**src/rtl/spwm_pkg.sv**
```systemverilog
package spwm_pkg;
  typedef enum logic [1:0] {
    RAMP_UP_A = 2'd0,
    RAMP_DN_A = 2'd1,
    RAMP_UP_B = 2'd2,
    RAMP_DN_B = 2'd3
  } ramp_e;
endpackage

```
**src/rtl/spwm_dwell_tick.sv**
```systemverilog
module spwm_dwell_tick #(
  parameter int DWELL_CYC = 6300
) (
  input  logic clk_i,
  input  logic rst_ni,
  input  logic en_i,
  output logic tick_o
);
  generate
    if (DWELL_CYC <= 1) begin : g_every
      assign tick_o = en_i;
    end else begin : g_div
      localparam int W = $clog2(DWELL_CYC);
      localparam logic [W-1:0] LAST = W'(DWELL_CYC - 1);
      logic [W-1:0] q_q;

      assign tick_o = en_i && (q_q == LAST);

      always_ff @(posedge clk_i or negedge rst_ni) begin
        if (!rst_ni)     q_q <= '0;
        else if (tick_o) q_q <= '0;
        else if (en_i)   q_q <= q_q + 1'b1;
      end

      p_tick_spacing_r3: assert property (@(posedge clk_i) disable iff (!rst_ni)
        tick_o |=> !tick_o);
      p_freeze_r11: assert property (@(posedge clk_i) disable iff (!rst_ni)
        !en_i |=> $stable(q_q));
    end
  endgenerate
endmodule

```
**src/rtl/spwm_duty_seq.sv**
```systemverilog
module spwm_duty_seq
  import spwm_pkg::*;
#(
  parameter int CNT_W   = 8,
  parameter int DUTY_LO = 45,
  parameter int STEP    = 3,
  parameter int TOP_A   = 240,
  parameter int FALL_HI = 220,
  parameter int TOP_B   = 220
) (
  input  logic             clk_i,
  input  logic             rst_ni,
  input  logic             tick_i,
  output ramp_e            ramp_o,
  output logic [CNT_W-1:0] duty_o
);
  localparam int NW = CNT_W + 1;
  localparam logic [NW-1:0] LO_N    = NW'(DUTY_LO);
  localparam logic [NW-1:0] STEP_N  = NW'(STEP);
  localparam logic [NW-1:0] TOPA_N  = NW'(TOP_A);
  localparam logic [NW-1:0] TOPB_N  = NW'(TOP_B);
  localparam logic [CNT_W-1:0] LO_D = CNT_W'(DUTY_LO);
  localparam logic [CNT_W-1:0] HI_D = CNT_W'(FALL_HI);

  ramp_e            ramp_q, ramp_d;
  logic [CNT_W-1:0] duty_q, duty_d;
  logic [NW-1:0]    up_n, dn_n;

  assign up_n = {1'b0, duty_q} + STEP_N;
  assign dn_n = {1'b0, duty_q} - STEP_N;

  always_comb begin
    ramp_d = ramp_q;
    duty_d = duty_q;
    if (tick_i) begin
      unique case (ramp_q)
        RAMP_UP_A: if (up_n < TOPA_N)  duty_d = up_n[CNT_W-1:0];
                   else begin ramp_d = RAMP_DN_A; duty_d = HI_D; end
        RAMP_DN_A: if (dn_n > LO_N)    duty_d = dn_n[CNT_W-1:0];
                   else begin ramp_d = RAMP_UP_B; duty_d = LO_D; end
        RAMP_UP_B: if (up_n <= TOPB_N) duty_d = up_n[CNT_W-1:0];
                   else begin ramp_d = RAMP_DN_B; duty_d = HI_D; end
        RAMP_DN_B: if (dn_n >= LO_N)   duty_d = dn_n[CNT_W-1:0];
                   else begin ramp_d = RAMP_UP_A; duty_d = LO_D; end
        default: begin ramp_d = RAMP_UP_A; duty_d = LO_D; end
      endcase
    end
  end

  always_ff @(posedge clk_i or negedge rst_ni) begin
    if (!rst_ni) begin
      ramp_q <= RAMP_UP_A;
      duty_q <= LO_D;
    end else begin
      ramp_q <= ramp_d;
      duty_q <= duty_d;
    end
  end

  assign ramp_o = ramp_q;
  assign duty_o = duty_q;

  p_duty_floor_r4: assert property (@(posedge clk_i) disable iff (!rst_ni)
    duty_q >= LO_D);
  p_seq_hold_r3: assert property (@(posedge clk_i) disable iff (!rst_ni)
    !tick_i |=> $stable(duty_q) && $stable(ramp_q));
  p_a_turn_r5: assert property (@(posedge clk_i) disable iff (!rst_ni)
    (tick_i && ramp_q == RAMP_UP_A) |=>
      (ramp_q == RAMP_UP_A) || (ramp_q == RAMP_DN_A && duty_q == HI_D));
  p_wrap_r6: assert property (@(posedge clk_i) disable iff (!rst_ni)
    (tick_i && ramp_q == RAMP_DN_B) |=>
      (ramp_q == RAMP_DN_B) || (ramp_q == RAMP_UP_A && duty_q == LO_D));
endmodule

```
**src/rtl/spwm_pc_counter.sv**
```systemverilog
module spwm_pc_counter #(
  parameter int CNT_W = 8
) (
  input  logic             clk_i,
  input  logic             rst_ni,
  input  logic             en_i,
  input  logic [CNT_W-1:0] cmp_a_i,
  input  logic [CNT_W-1:0] cmp_b_i,
  output logic             pwm_a_o,
  output logic             pwm_b_o
);
  localparam logic [CNT_W-1:0] MAX = '1;

  logic [CNT_W-1:0] cnt_q, cmp_a_q, cmp_b_q;
  logic             down_q;
  logic             at_top;

  assign at_top = en_i && (cnt_q == MAX);

  always_ff @(posedge clk_i or negedge rst_ni) begin
    if (!rst_ni) begin
      cnt_q   <= '0;
      down_q  <= 1'b0;
      cmp_a_q <= '0;
      cmp_b_q <= MAX;
    end else if (en_i) begin
      // staged compares take effect only at the top of the triangle
      if (at_top) begin
        cmp_a_q <= cmp_a_i;
        cmp_b_q <= cmp_b_i;
      end
      if (!down_q) begin
        if (cnt_q == MAX) begin down_q <= 1'b1; cnt_q <= cnt_q - 1'b1; end
        else cnt_q <= cnt_q + 1'b1;
      end else begin
        if (cnt_q == '0) begin down_q <= 1'b0; cnt_q <= cnt_q + 1'b1; end
        else cnt_q <= cnt_q - 1'b1;
      end
    end
  end

  assign pwm_a_o = en_i && (cnt_q < cmp_a_q);
  assign pwm_b_o = en_i && (cnt_q > cmp_b_q);

  p_cnt_step_r2: assert property (@(posedge clk_i) disable iff (!rst_ni)
    en_i |=> (cnt_q == $past(cnt_q) + 1'b1) || (cnt_q == $past(cnt_q) - 1'b1));
  p_freeze_cnt_r11: assert property (@(posedge clk_i) disable iff (!rst_ni)
    !en_i |=> $stable(cnt_q) && $stable(down_q));
  p_cmp_load_r9: assert property (@(posedge clk_i) disable iff (!rst_ni)
    !at_top |=> $stable(cmp_a_q) && $stable(cmp_b_q));
  p_no_overlap_r12: assert property (@(posedge clk_i) disable iff (!rst_ni)
    !(pwm_a_o && pwm_b_o));
  p_quiet_r11: assert property (@(posedge clk_i) disable iff (!rst_ni)
    !en_i |-> !pwm_a_o && !pwm_b_o);
endmodule

```
**src/rtl/spwm_halfcycle_gen.sv**
```systemverilog
module spwm_halfcycle_gen
  import spwm_pkg::*;
#(
  parameter int CLK_FREQ_HZ  = 100_000_000,
  parameter int DWELL_US     = 63,
  parameter int CNT_W        = 8,
  parameter int DUTY_LO      = 45,
  parameter int DUTY_STEP    = 3,
  parameter int RISE_A_LIMIT = 240,
  parameter int FALL_START   = 220,
  parameter int RISE_B_LIMIT = 220
) (
  input  logic clk_i,
  input  logic rst_ni,
  input  logic en_i,
  output logic pwm_a_o,
  output logic pwm_b_o,
  output logic half_o
);
  localparam int DWELL_CYC = (CLK_FREQ_HZ / 1_000_000) * DWELL_US;

  logic             tick;
  ramp_e            ramp;
  logic [CNT_W-1:0] duty;
  logic             b_half;
  logic [CNT_W-1:0] cmp_a_nxt, cmp_b_nxt;

  spwm_dwell_tick #(.DWELL_CYC(DWELL_CYC)) u_tick (
    .clk_i (clk_i),
    .rst_ni(rst_ni),
    .en_i  (en_i),
    .tick_o(tick)
  );

  spwm_duty_seq #(
    .CNT_W  (CNT_W),
    .DUTY_LO(DUTY_LO),
    .STEP   (DUTY_STEP),
    .TOP_A  (RISE_A_LIMIT),
    .FALL_HI(FALL_START),
    .TOP_B  (RISE_B_LIMIT)
  ) u_seq (
    .clk_i (clk_i),
    .rst_ni(rst_ni),
    .tick_i(tick),
    .ramp_o(ramp),
    .duty_o(duty)
  );

  assign b_half    = (ramp == RAMP_UP_B) || (ramp == RAMP_DN_B);
  assign cmp_a_nxt = b_half ? '0 : duty;
  assign cmp_b_nxt = b_half ? ~duty : '1;

  spwm_pc_counter #(.CNT_W(CNT_W)) u_pwm (
    .clk_i  (clk_i),
    .rst_ni (rst_ni),
    .en_i   (en_i),
    .cmp_a_i(cmp_a_nxt),
    .cmp_b_i(cmp_b_nxt),
    .pwm_a_o(pwm_a_o),
    .pwm_b_o(pwm_b_o)
  );

  assign half_o = b_half;

  p_half_hold_r10: assert property (@(posedge clk_i) disable iff (!rst_ni)
    !tick |=> $stable(half_o));
endmodule

```
**config.mk**
```make
export PLATFORM = sky130hd
export DESIGN_NAME = spwm_halfcycle_gen
export DESIGN_NICKNAME = d
export VERILOG_FILES = /design/src/rtl/spwm_pkg.sv /design/src/rtl/spwm_dwell_tick.sv /design/src/rtl/spwm_duty_seq.sv /design/src/rtl/spwm_pc_counter.sv /design/src/rtl/spwm_halfcycle_gen.sv
export SDC_FILE = /design/constraint.sdc
export NUM_CORES = 1
export LEC_CHECK = 0
export ABC_AREA = 1
export ABC_CLOCK_PERIOD_IN_PS = 2600
export BUFFER_PORTS_ARGS = -buffer_cell sky130_fd_sc_hd__buf_4
export CORE_MARGIN = 3
export CORE_UTILIZATION = 55
export DETAILED_ROUTE_END_ITERATION = 6
export GPL_TIMING_DRIVEN = 0
export MAX_ROUTING_LAYER = met4
export PLACE_DENSITY = 0.75
export SYNTH_ARGS = -nofsm -noshare
export SYNTH_HDL_FRONTEND = slang
export SYNTH_SLANG_ARGS = --single-unit
```
**constraint.sdc**
```tcl
create_clock -name clk_i -period 2.6 [get_ports clk_i]
set_clock_uncertainty 0.1 [all_clocks]
set_input_delay 0.52 -clock clk_i [delete_from_list [all_inputs] [get_ports clk_i]]
set_output_delay 0.52 -clock clk_i [all_outputs]
set_load 0.02 [all_outputs]
```
Word-level counts from Yosys, hierarchy flattened
Cells that the tools add are included.
{ "op_classes": {"n_mux": 20, "add_sub_neg": 5, "reduce_logical": 10, "n_lt_le_gt_ge": 6, "eq_ne": 9, "bitwise_logic": 1} }
{ "op_table": {"columns": ["cell", "count"], "rows": [
  ["8-bit 2-to-1 mux", 9],
  ["8-bit one-hot mux with 4 select lines", 1],
  ["13-bit 2-to-1 mux", 2],
  ["13-bit by 1-bit adder with 13-bit output, second input constant", 1],
  ["13-bit == test, second input constant", 1],
  ["8-bit by 2-bit adder with 9-bit output, second input constant", 1],
  ["9-bit by 6-bit greater-or-equal comparator with 1-bit output, second input constant", 1],
  ["9-bit by 6-bit greater-than comparator with 1-bit output, second input constant", 1],
  ["9-bit by 8-bit less-or-equal comparator with 1-bit output, second input constant", 1],
  ["9-bit by 8-bit less-than comparator with 1-bit output, second input constant", 1],
  ["8-bit by 2-bit subtractor with 9-bit output, second input constant", 1],
  ["8-bit by 1-bit adder with 8-bit output, second input constant", 1],
  ["8-bit == test, second input constant", 1],
  ["8-bit greater-than comparator", 1],
  ["8-bit logical NOT", 1],
  ["8-bit less-than comparator", 1],
  ["2-bit 2-to-1 mux", 4],
  ["2-bit inequality test, second input constant", 4],
  ["8-bit NOT", 1],
  ["2-bit one-hot mux with 4 select lines", 1],
  ["8-bit by 1-bit subtractor with 8-bit output, second input constant", 1],
  ["5-bit AND reduction", 1],
  ["2-bit == test, second input constant", 2],
  ["1-bit logical AND", 4],
  ["6 further kinds", 8]
]} }
{ "word_totals": {"wordCells": 58, "reg_bits": 48, "output_inout_bits": 3, "in_bits": 3} }

Depth between registers and ports, before layout
{ "logic_depth": {"word_depth": 4, "mapped_depth": 18} }

Cells and area by module
A second synthesis with hierarchy kept.
{ "hier_totals": {"cells_unflattened": 560, "area_unflattened_um2": 3971.3} }
{ "modules_own_cells": {"columns": ["module", "instances", "cells_per_inst", "area_per_inst_um2"], "rows": [
  ["spwm_pc_counter", 1, 225, 1725.4],
  ["spwm_duty_seq", 1, 208, 1352.5],
  ["spwm_dwell_tick", 1, 100, 758.2],
  ["spwm_halfcycle_gen", 1, 27, 135.1]
]} }

Worst setup path before layout
OpenSTA, ideal clock, no wires.
{ "synth_timing": {"path_kind": "reg2out", "startpoint": "register u_pwm.cmp_b_q[3]", "endpoint": "output port pwm_b_o", "n_path_buf": 0, "slack_ns": 0.274, "path_stages_with_launch": 7, "t_required_ns": 1.980, "t_arrival_ns": 1.706, "cell_sequence": "dfstp_2 inv_1 ha_1 nand2_1 o21ai_0 nand2_1 a311oi_1"} }
{ "synth_between": {"elab_chain_cells": 2} }
{ "synth_lines": {"columns": ["element", "line", "source"], "rows": [
  ["start, declared", "spwm_pc_counter.sv:14", "logic [CNT_W-1:0] cnt_q, cmp_a_q, cmp_b_q;"],
  ["start signal, assigned", "spwm_pc_counter.sv:30", "cmp_b_q <= cmp_b_i;"],
  ["8-bit greater-than comparator", "spwm_pc_counter.sv:43", "assign pwm_b_o = en_i && (cnt_q > cmp_b_q);"],
  ["1-bit logical AND", "spwm_pc_counter.sv:43", null],
  ["end, declared", "spwm_halfcycle_gen.sv:17", "output logic pwm_b_o,"]
]} }
No other way between the ends.

Worst setup path in the final report
{ "layout_timing": {"startpoint": "register u_pwm.cnt_q[1]", "endpoint": "output port pwm_a_o"} }
{ "layout_between": {"elab_chain_cells": 2} }
{ "layout_lines": {"columns": ["element", "line", "source"], "rows": [
  ["start, declared", "spwm_pc_counter.sv:14", null],
  ["start signal, assigned", "spwm_pc_counter.sv:34", "else cnt_q <= cnt_q + 1'b1;"],
  ["start signal, assigned", "spwm_pc_counter.sv:37", "else cnt_q <= cnt_q - 1'b1;"],
  ["8-bit less-than comparator", "spwm_pc_counter.sv:42", "assign pwm_a_o = en_i && (cnt_q < cmp_a_q);"],
  ["1-bit logical AND", "spwm_pc_counter.sv:42", null],
  ["end, declared", "spwm_halfcycle_gen.sv:16", "output logic pwm_a_o,"]
]} }
No other way between the ends.

==> flow_summary.ini <==
[pwr]
power_density_nw_per_um2 = 632
p_leak_uw = 0.00198
power_uw = 2530
vdd_drop_max_mv = 0.644

[worst_setup_path]
cp.arrival_ns = 1.94
r2r_slack_ns = 0.17
r2r_end = u_seq.duty_o[3]
cpMaxStageDelayCell = dfrtp_1
worst-setup-path-type = register to output port
reg2regPathDepth = 13
cpPeakStageDelay_ns = 0.40
r2r-start = u_seq.duty_o[0]
crit_buf_inv = 1
required_ns = 1.98
path_cells = ha_1 > a21boi_1 > o211ai_1 > nand2_1 > a21o_1 > a21oi_2 > o21a_1 > buf_6
cp_top_family = compound AO/OA/AOI/OAI gates
cp-end-kind = output port
cp_max_fo = 2
crit_path_start_kind = register
path_depth = 8

[yosys]
yosysUniqueCellTypes = 48
ys_warn_count = 0
synth_edf_count = 0
synthTopCellsByArea = dfrtp_1 25%, nand2_1 11%, ha_1 9.7%, dfstp_2 8.7%, inv_1 6.8%
ys_async_sr_fraction_pct = 100
synthFlopType = dfrtp_1
synth_seq_cells = 48
syn_area_per_cell_um2 = 7.41
syn-cell-area_um2 = 3610
postSynthCellCount = 487
syn-num-nets = 518
yosysSeqAreaShare_pct = 33.7
yosysTopAreaCell = dfrtp_1
synth_top_area_share_pct = 25.0

[route]
drc_errors = 0
wl_per_cell_um = 14.7
drt_first_pass_iters = 5
drtIter0Drc = 283
avgViaCountPerCell = 5.56
wirelength_um = 8550
vias = 3230
drtAntennaViolNets = 0

[cells_and_area]
layout_commonest_cell = nand2_1
utilization_pct = 65.3
area_delta_synth_final_pct = 10.9
antenna-diode-count = 0
layout.nets = 536
final_cells = 581
drive_gt1_share_pct = 20.6
fin_area_um2 = 4000
mostFrequentLayoutCells = 98 x nand2_1, 57 x inv_1, 38 x nand3_1

[sta]
slew_viol_final = 0
period_minus_slack_ns = 2.56
rsz0062_at_grt = true
finalCritPeriodShare_pct = 98.3
relSlewSlack_pct = 59.3
max_freq_ghz = 0.391
finalHoldViolations = 0
tightest_slew_ns = 0.606
setup_viol = 0

[placed_design]
io_buffers = 5
placed_area_um2 = 3740
place_inst = 567
dpl.hpwl_um = 6300
finalWeightedCongestion = 0.885

[clock_tree]
path_clk_slew_ns = 0.09
htree_levels = 2
cts_hold_buf = 0
clk_path_buf_depth = 2
clock_latency_ns = 0.30
clockRootBuffer = clkbuf_8
cts_made_buffers = 5
cts_tree = yes
clkSinkCount = 48

[global_routing]
groute.usage.overall_pct = 24.9
antenna_found_initial = 0
grt_pass1_wl_um = 14600
grt_pass1_vias = 3182
grt-ovfl-total = 0
grt_start_max_net_pins = 49

[floorplan]
fp-row-count = 28
die_w_um = 87
die-area_um2 = 7570
coreArea_um2 = 6130
die_y_um = 87
initial_utilization_pct = 58.9
io_pins = 6

[flow_run]
drv_cap = 0

[min_path]
hold_class = primary input to async pin

[run_status]
outcome = finished, final reports clean
==> where the power goes <==
| group | switching, µW | leakage (µW) | internal, µW |
|---|---|---|---|
| Sequential | 207 | 0.000567 | 916 |
| Clock | 254 | 0.0000484 | 218 |
| Combinational | 522 | 0.00136 | 412 |
| Total | 982 | 0.00198 | 1550 |
==> worst max-delay path by stage <==
| stage | from | endpoint | slack [ns] |
|---|---|---|---|
| after floorplan | u_pwm.cmp_b_q[3] | pwm_b_o | 0.27 |
| after global placement | u_seq.duty_o[0] | u_seq.ramp_o[0] | 0.21 |
| after detailed placement | u_seq.duty_o[0] | u_seq.duty_o[4] | 0.15 |
| after CTS | u_pwm.cnt_q[1] | pwm_a_o | 0.01 |
| after global routing | u_pwm.cnt_q[1] | pwm_a_o | -0.05 |
| final | u_pwm.cnt_q[1] | pwm_a_o | 0.04 |
==> routing by layer <==
layer	share of wire (%)	global-route usage [%]	wire, µm
met5	0	-	0
met4	1.2	6.52	103
met3	4.0	3.50	340
met2	49	40.6	4200
met1	46	32.4	3900
==> registers in the layout, summed over array words and instances, names as in the netlist <==
signal,cells
u_pwm.cnt_q,8
u_pwm.cmp_b_q,8
u_seq.ramp_o,2
u_tick.g_div.q_q,13
u_seq.duty_o,8
u_pwm.cmp_a_q,8
u_pwm.down_q,1
==> cells by family (layout without fill, tap and decap cells) <==
family                     Yosys count  count (layout)  synth area share, %
and+or+nand+nor                    229             229                 30.4
AOI/OAI and AO/OA                   81              81                 12.7
xor gates and xnor gates            14              14                 3.40
adders and majority gates           28              28                 9.71
DFF                                 48              48                 33.7
buffers and inverters               87             106                 10.1
==> stage by stage <==
step / setup TNS, ns / hold WS, ns / setup slack, ns
2_1_floorplan: 0 / 0.124 / 0.274
3_3_place_gp: 0 / 0.381 / 0.210
3_5_place_dp: 0 / 0.384 / 0.145
4_1_cts: 0 / 0.141 / 0.0116
5_1_grt: -0.0799 / 0.151 / -0.0528
6_report: 0 / 0.119 / 0.0430
==> what timing repair did <==
action / 4_1_cts / 5_1_grt
setup buffers: 2 / 4
setup endpoints to repair: 2 / 11
cloned: 0 / 0
pin swaps: 0 / 11
gates resized for setup: 1 / 30
==> synthesized netlist by cell type (all sizes together), types with 2 or more instances <==
cell type  count
nor3          11
nand2        115
inv           73
o211ai         2
clkinv         2
dfstp         12
nor4           4
o21ai         44
o21bai         2
a21oi         19
clkbuf         3
dfrtp         36
o21a           3
nand4         10
buf            9
and2           2
nor2          43
and3           2
a21o           2
xnor2          3
nand3         41
xor2          11
ha            28
==> cell type report <==
cell class | instances | area (µm²)
Clock buffer | 7 | 86.3
Timing Repair Buffer | 11 | 86.3
Inverter | 75 | 288
Sequential cell | 48 | 1220
Clock inverter | 1 | 8.76
Fill cell | 531 | 2130
Multi-Input combinational cell | 352 | 2130
Tap cell | 75 | 93.8
Buffer | 12 | 87.6
Power figures use the tool's default switching activity.
